[config.mk]
export PLATFORM = sky130hd
export DESIGN_NAME = sbus_master
export DESIGN_NICKNAME = d
export VERILOG_FILES = /design/src/rtl/sbus_pkg.sv /design/src/rtl/sbus_even_par.sv /design/src/rtl/sbus_lane_check.sv /design/src/rtl/sbus_cache_decide.sv /design/src/rtl/sbus_master.sv
export SDC_FILE = /design/constraint.sdc
export NUM_CORES = 1
export LEC_CHECK = 0
export BUFFER_PORTS_ARGS = -buffer_cell sky130_fd_sc_hd__buf_2
export CORE_MARGIN = 5
export CORE_UTILIZATION = 50
export DETAILED_ROUTE_END_ITERATION = 8
export PLACE_DENSITY = 0.82
export SYNTH_ARGS = -nofsm -noshare
export SYNTH_HDL_FRONTEND = slang
export SYNTH_HIERARCHICAL = 1
export SYNTH_SLANG_ARGS = --single-unit
[constraint.sdc]
create_clock -name clk -period 1.99 [get_ports clk]
set_input_delay 0.0995 -clock clk [delete_from_list [all_inputs] [get_ports clk]]
set_output_delay 0.0995 -clock clk [all_outputs]
set_load 0.1 [all_outputs]
[src/rtl/sbus_pkg.sv]
`timescale 1ns/1ps
package sbus_pkg;
    localparam int LANE_W = 8;

    typedef enum logic [1:0] {
        ST_IDLE,
        ST_STROBE,
        ST_WAIT,
        ST_GAP
    } bus_state_e;
endpackage

[src/rtl/sbus_even_par.sv]
`timescale 1ns/1ps
// Even parity bit over a vector: vec together with par has an even number of ones.
module sbus_even_par #(
    parameter int W = 8
) (
    input  logic [W-1:0] vec,
    output logic         par
);
    assign par = ^vec;
endmodule

[src/rtl/sbus_lane_check.sv]
`timescale 1ns/1ps
// Per-lane even parity checker, masked by lane enables.
module sbus_lane_check #(
    parameter int LANES  = 8,
    parameter int LANE_W = 8
) (
    input  logic [LANES*LANE_W-1:0] data,
    input  logic [LANES-1:0]        par,
    input  logic [LANES-1:0]        en,
    output logic                    mismatch
);
    logic [LANES-1:0] calc;
    logic [LANES-1:0] lane_err;

    for (genvar i = 0; i < LANES; i++) begin : g_lane
        sbus_even_par #(.W(LANE_W)) u_par (
            .vec (data[i*LANE_W +: LANE_W]),
            .par (calc[i])
        );
        assign lane_err[i] = en[i] & (calc[i] ^ par[i]);
    end

    assign mismatch = |lane_err;
endmodule

[src/rtl/sbus_cache_decide.sv]
`timescale 1ns/1ps
// Final caching verdict from processor intent and system replies.
module sbus_cache_decide (
    input  logic intent,
    input  logic pcd,
    input  logic pwt,
    input  logic ken,
    input  logic wb_sel,
    output logic cacheable,
    output logic writeback
);
    always_comb begin
        cacheable = intent && !pcd && ken;
        writeback = cacheable && !pwt && wb_sel;
    end
endmodule

[src/rtl/sbus_master.sv]
`timescale 1ns/1ps
module sbus_master #(
    parameter  int ADDR_W = 32,
    parameter  int DATA_W = 64,
    localparam int LANES  = DATA_W / sbus_pkg::LANE_W,
    localparam int LSB    = $clog2(LANES),
    localparam int AW     = ADDR_W - LSB
) (
    input  logic              clk,
    input  logic              rst,
    input  logic              req_valid,
    output logic              req_ready,
    input  logic [AW-1:0]     req_addr,
    input  logic [LANES-1:0]  req_be,
    input  logic              req_write,
    input  logic              req_io,
    input  logic              req_code,
    input  logic              req_pcd,
    input  logic              req_pwt,
    input  logic              req_cache,
    input  logic [DATA_W-1:0] req_wdata,
    output logic [AW-1:0]     bus_addr,
    output logic [LANES-1:0]  bus_be,
    output logic              bus_ap,
    output logic              bus_wr,
    output logic              bus_mem,
    output logic              bus_data_cyc,
    output logic              bus_pcd,
    output logic              bus_pwt,
    output logic              bus_cache,
    output logic              bus_ads,
    output logic              bus_req,
    output logic [DATA_W-1:0] bus_dout,
    output logic              bus_doe,
    output logic [LANES-1:0]  bus_dpo,
    input  logic [DATA_W-1:0] bus_din,
    input  logic [LANES-1:0]  bus_dpi,
    input  logic              bus_rdy,
    input  logic              bus_ken,
    input  logic              bus_wb,
    output logic              done,
    output logic [DATA_W-1:0] done_rdata,
    output logic              done_cacheable,
    output logic              done_writeback,
    output logic              bus_pchk
);
    import sbus_pkg::*;

    bus_state_e state_q, state_d;

    logic              accept;
    logic              rdy_hit;
    logic              launch;
    logic              live;
    logic              req_noncache;
    logic [LANES-1:0]  be_eff;
    logic              ap_d;
    logic [LANES-1:0]  wpar_d;
    logic              cd_cache;
    logic              cd_wb;
    logic [DATA_W-1:0] cap_din;
    logic [LANES-1:0]  cap_dpi;
    logic [LANES-1:0]  cap_be;
    logic              cap_chk;
    logic              mism;

    // Handshake and request shaping
    assign req_ready    = (state_q == ST_IDLE) || (state_q == ST_GAP);
    assign accept       = req_valid && req_ready;
    assign rdy_hit      = (state_q == ST_WAIT) && bus_rdy;
    assign req_noncache = !(req_cache && !req_pcd);
    assign be_eff       = (req_code && !req_write && req_noncache) ? '1 : req_be;

    sbus_even_par #(.W(AW)) u_addr_par (
        .vec (req_addr),
        .par (ap_d)
    );

    for (genvar i = 0; i < LANES; i++) begin : g_wpar
        sbus_even_par #(.W(LANE_W)) u_wpar (
            .vec (req_wdata[i*LANE_W +: LANE_W]),
            .par (wpar_d[i])
        );
    end

    sbus_cache_decide u_decide (
        .intent    (bus_cache),
        .pcd       (bus_pcd),
        .pwt       (bus_pwt),
        .ken       (bus_ken),
        .wb_sel    (bus_wb),
        .cacheable (cd_cache),
        .writeback (cd_wb)
    );

    sbus_lane_check #(.LANES(LANES), .LANE_W(LANE_W)) u_dchk (
        .data     (cap_din),
        .par      (cap_dpi),
        .en       (cap_be),
        .mismatch (mism)
    );

    // State register
    always_ff @(posedge clk) begin
        if (rst) state_q <= ST_IDLE;
        else     state_q <= state_d;
    end

    // Next-state logic
    always_comb begin
        state_d = state_q;
        unique case (state_q)
            ST_IDLE:   if (accept) state_d = ST_STROBE;
            ST_STROBE: state_d = ST_WAIT;
            ST_WAIT:   if (rdy_hit) state_d = ST_GAP;
            ST_GAP:    state_d = accept ? ST_STROBE : ST_IDLE;
            default:   state_d = ST_IDLE;
        endcase
    end

    assign launch = (state_d == ST_STROBE);
    assign live   = (state_d == ST_STROBE) || (state_d == ST_WAIT);

    // Registered outputs
    always_ff @(posedge clk) begin
        if (rst) begin
            bus_addr       <= '0;
            bus_be         <= '0;
            bus_ap         <= 1'b0;
            bus_wr         <= 1'b0;
            bus_mem        <= 1'b0;
            bus_data_cyc   <= 1'b0;
            bus_pcd        <= 1'b0;
            bus_pwt        <= 1'b0;
            bus_cache      <= 1'b0;
            bus_ads        <= 1'b0;
            bus_req        <= 1'b0;
            bus_dout       <= '0;
            bus_doe        <= 1'b0;
            bus_dpo        <= '0;
            done           <= 1'b0;
            done_rdata     <= '0;
            done_cacheable <= 1'b0;
            done_writeback <= 1'b0;
            cap_din        <= '0;
            cap_dpi        <= '0;
            cap_be         <= '0;
            cap_chk        <= 1'b0;
            bus_pchk       <= 1'b0;
        end else begin
            bus_ads <= launch;
            bus_req <= live;
            if (accept) begin
                bus_addr     <= req_addr;
                bus_be       <= be_eff;
                bus_ap       <= ap_d;
                bus_wr       <= req_write;
                bus_mem      <= !req_io;
                bus_data_cyc <= !req_code;
                bus_pcd      <= req_pcd;
                bus_pwt      <= req_pwt;
                bus_cache    <= req_cache;
                bus_dout     <= req_write ? req_wdata : '0;
                bus_dpo      <= req_write ? wpar_d : '0;
            end
            bus_doe <= live && (accept ? req_write : bus_wr);
            done    <= rdy_hit;
            if (rdy_hit) begin
                done_rdata     <= bus_wr ? '0 : bus_din;
                done_cacheable <= !bus_wr && cd_cache;
                done_writeback <= !bus_wr && cd_wb;
                cap_din        <= bus_din;
                cap_dpi        <= bus_dpi;
                cap_be         <= bus_be;
            end
            cap_chk  <= rdy_hit && !bus_wr;
            bus_pchk <= cap_chk && mism;
        end
    end
endmodule

==> results.txt <==
For the wire length of the first global-routing pass, the log shows 63,590 um. The most used flip-flop cell after synthesis is dfxtp_1. For the worst setup path, the data arrival time is 2320 ps. For the count of placed standard cells including taps, the log shows 1,908. Across the run, the number of max-cap violations was 0.

The run gives 50.67% as the initial core utilization. The die covers 25,190 um2. For this run, design rule violations remaining after detail routing come to 0. After legalization and detailed placement, the total HPWL measured 22,270 um. For this design the ratio of total power to cell area is 1361 nW/um2.

In this run the count of I/O pins placed on the die edge is 373. Counting I/O delays and the setup requirement, the final critical path takes 1919 ps. The height of the chip is 158.7 um. The synthesized design contains 270 register bits. The critical path goes through dlygate4sd3_1 -> buf_2 -> xnor2_1 -> xnor3_1 -> xnor3_1 -> xnor3_1 -> nand2_1 -> a21oi_1. The maximum cell stage delay along the critical path is 550 ps. The number of antenna violations at the first check in global routing is 5, and the total power after layout is 21.81 mW.

Number of warnings printed during yosys synthesis: 6. From synthesis to final layout, the design area changed by 44.93%. The number of nets produced by synthesis is 1,524, and the maximum number of buffers from clock root to sink is 3. Dividing the detail-routed via count by the number of cells gives 5.516. The tightest hold path in the finished design has a slack of 43.12 ps.

The fraction of layout instances using a drive strength above 1 was 24.19%; the number of failing hold endpoints at the final stage was 0. The clock transition at the registers of the reported paths is 60 ps, and the leakage power of the design is 6.698 nW. The worst setup path is launched from an input pin. The most common cell in the netlist was nand2_1. The post-synthesis cell area is 11,060 um2. The biggest area contributor in the post-synthesis netlist is dfxtp_1.

Measured against its own limit, the worst slew margin works out to 62.00%. Counting every instance in the synthesized netlist gives 1,335. The total length of routed met2 wires came out at 19,620 um. In the synthesized netlist the async set-or-reset flop fraction comes to 0%. The final-report max-slew violation count was 0; the area of the core region was 21,820 um2.

The run gives 106 as the largest net degree at the start of global routing. The number of buffers inserted to repair setup after CTS is 0. In this run the worst path has a maximum fanout of 2.

Highest signal layer in the routed design: met4. Global routing used 30.01% of the available tracks. The logs give 11,990 for the via count of the first global-routing pass and 30 for the total clock buffers created by CTS. The total of buffers placed on input and output ports came out at 372. Setup violations remaining at the end of the flow were counted as 0. The number of buffer and inverter stages on the critical path is 2.

The clock reaches the later pin of the worst-skew pair after 550 ps. After synthesis, the cell types taking the most area are dfxtp_1 (49%), nand2_1 (12%), a21oi_1 (11%). The number of different library cells used by synthesis comes to 29. Setup repair after global routing left no endpoint under its margin. Clock skew on the completed layout was measured at 14.58 ps. The accumulated negative setup slack is 0 ps. Clock tree synthesis selected as its root buffer the cell clkbuf_16.

The synthesized design devotes to its leading area cell type 48.88% of total area. The slowest stage of the critical path is the dlygate4sd3_1 cell. TritonCTS built the clock tree. At the pin with the least slew margin, the transition time is 568.2 ps. After the first detailed-routing iteration, the DRC count stood at 1,070. Setup slack on the worst reg-to-reg path comes out at 130 ps. The average cell area after synthesis is 8.283 um2, and the level count of the clock H-tree is 1. The routed metal-1 wire length was 14,230 um. The first TritonRoute pass finished after 8 iterations. The category of the most critical setup path is input pin to flop.

Largest voltage drop on the vdd net: 878.6 uV. The gate family responsible for the most delay along the worst path was XOR/XNOR gates. The path class of the tightest hold or removal check is input pin to flop. The placer congestion estimate was 0.8662; the total number of vias was 11,840.

The sum of routed wire length over all layers is 40,160 um. The number of enable-type register cells in the synthesized netlist was 0; the part of the Yosys area used for sequential elements was 48.88%. After global routing the overflow that remains totals 0. The wire length per cell after detailed routing came out at 18.71 um.

The ratio of final minimum period to clock period was 96.45%. Among the stages of the critical path, the cell type that occurs most often is xnor3_1. The endpoint kind of the worst setup timing path is a flop. The number of rows created at floorplan is 54, and the worst path required time is 2390 ps. In the final design database the tool counted 2,030 nets.

The die is 158.7 um wide. The fmax is 521.0 MHz. CTS saw 270 sinks. The number of non-filler instances in the completed layout was 2,146. The flow ran to the end, and the final reports show no timing, DRC or antenna violations.

The count of nets left with antenna violations once routing finished came out at 0. In the synthesized netlist, the cells that appear most often are nand2_1 (368), dfxtp_1 (270), a21oi_1 (252), xnor2_1 (114), nand3_1 (72). After detailed routing, the met3 layer carries 3446 um of wire.
path summary, 6_finish.rpt:
path | startpoint | to | cells after the start
setup / recovery | req_addr[12] | bus_ap$_SDFFE_PP0N_ | 8
setup reg to reg | state_q[0]$_SDFF_PP0_ | bus_dout[23]$_SDFFE_PP0N_ | 6
hold reg to reg | cap_chk$_SDFF_PP0_ | bus_pchk$_SDFF_PP0_ | 2
hold / removal | rst | done$_SDFF_PP0_ | 2
worst reg2reg max path, cell delays in order, from the launching register on:
cell and delay, ps:
dfxtp_1 350, inv_1 70, ha_1 360, nand2b_4 170, buf_12 360, nand2_1 260
a21oi_1 200
power breakdown:
group | leakage, nW | total (mW) | switching [mW] | internal, mW
Combinational | 4.01 | 9.54 | 7.18 | 2.35
Clock | 0.496 | 5.63 | 2.25 | 3.38
Sequential | 2.19 | 6.64 | 0.471 | 6.17
what timing repair did:
item / 4_1_cts / 5_1_grt
hold endpoints to repair: 244 / 0
hold buffers: 181 / 0
resized for setup: 1 / 1
endpoints found under the setup margin: 1 / 1
state kept, by name, indices dropped and copies added (netlist names), 2 cells and up:
register / flops
bus_addr: 29
bus_be: 8
bus_dout: 64
bus_dpo: 8
cap_be: 8
cap_din: 64
cap_dpi: 8
done_rdata: 64
state_q: 2
kinds of logic (layout without fill, tap and decap cells):
| logic type | Yosys count | count (layout) | synth area share (%) |
|---|---|---|---|
| adders and majority gates | 4 | 4 | 0.4526 |
| and+or+nand+nor | 532 | 532 | 21.40 |
| DFF | 270 | 270 | 48.88 |
| xor gates and xnor gates | 145 | 145 | 11.93 |
| buffers and inverters | 114 | 639 | 4.684 |
| muxes | 1 | 1 | 0.09052 |
| AOI/OAI and AO/OA | 269 | 269 | 12.57 |
| other | 0 | 6 | 0 |
layout make-up:
| class | count | area [um2] |
|---|---|---|
| diodes | 6 | 15.01 |
| clock buffers | 44 | 904.6 |
| clock inverters | 7 | 95.09 |
| fillers | 1385 | 5797 |
| inverters | 12 | 45.04 |
| multi-input cells | 951 | 5165 |
| flip-flops and latches | 270 | 5406 |
| well taps | 280 | 350.3 |
| repair buffers | 576 | 4045 |
cell usage in the layout, fill, tap and decap left out, types with 3 or more instances in the layout:
| cell | count |
|---|---|
| xor2_1 | 27 |
| buf_4 | 9 |
| a21oi_1 | 252 |
| a211oi_1 | 9 |
| clkbuf_8 | 9 |
| xnor2_1 | 114 |
| nand3_1 | 72 |
| a22oi_1 | 4 |
| dfxtp_1 | 269 |
| nand2_1 | 367 |
| buf_2 | 370 |
| nand3b_1 | 66 |
| clkbuf_1 | 5 |
| nor2_1 | 16 |
| inv_1 | 12 |
| buf_12 | 15 |
| diode_2 | 6 |
| dlygate4sd3_1 | 181 |
| ha_1 | 4 |
| clkinv_2 | 3 |
| clkbuf_16 | 31 |
| xnor3_1 | 3 |
through the flow:
stage / utilization, % / setup WS (ps) / area [um2]
after global placement: 60.45 / 183.2 / 13190
after floorplan: - / 56.40 / 11060
final: 73.44 / 70.72 / 16030
after CTS: 73.35 / 78.26 / 16010
after global routing: 73.43 / 28.83 / 16020
after detailed placement: 60.45 / 141.9 / 13190
metal layers:
metal | up-vias | global-route usage [%]
li1 | 5382 | -
met5 | - | 0
met4 | 0 | 18.81
met3 | 246 | 7.672
met2 | 756 | 50.38
met1 | 5454 | 34.02
No activity file was read; power rests on OpenSTA's default activity.
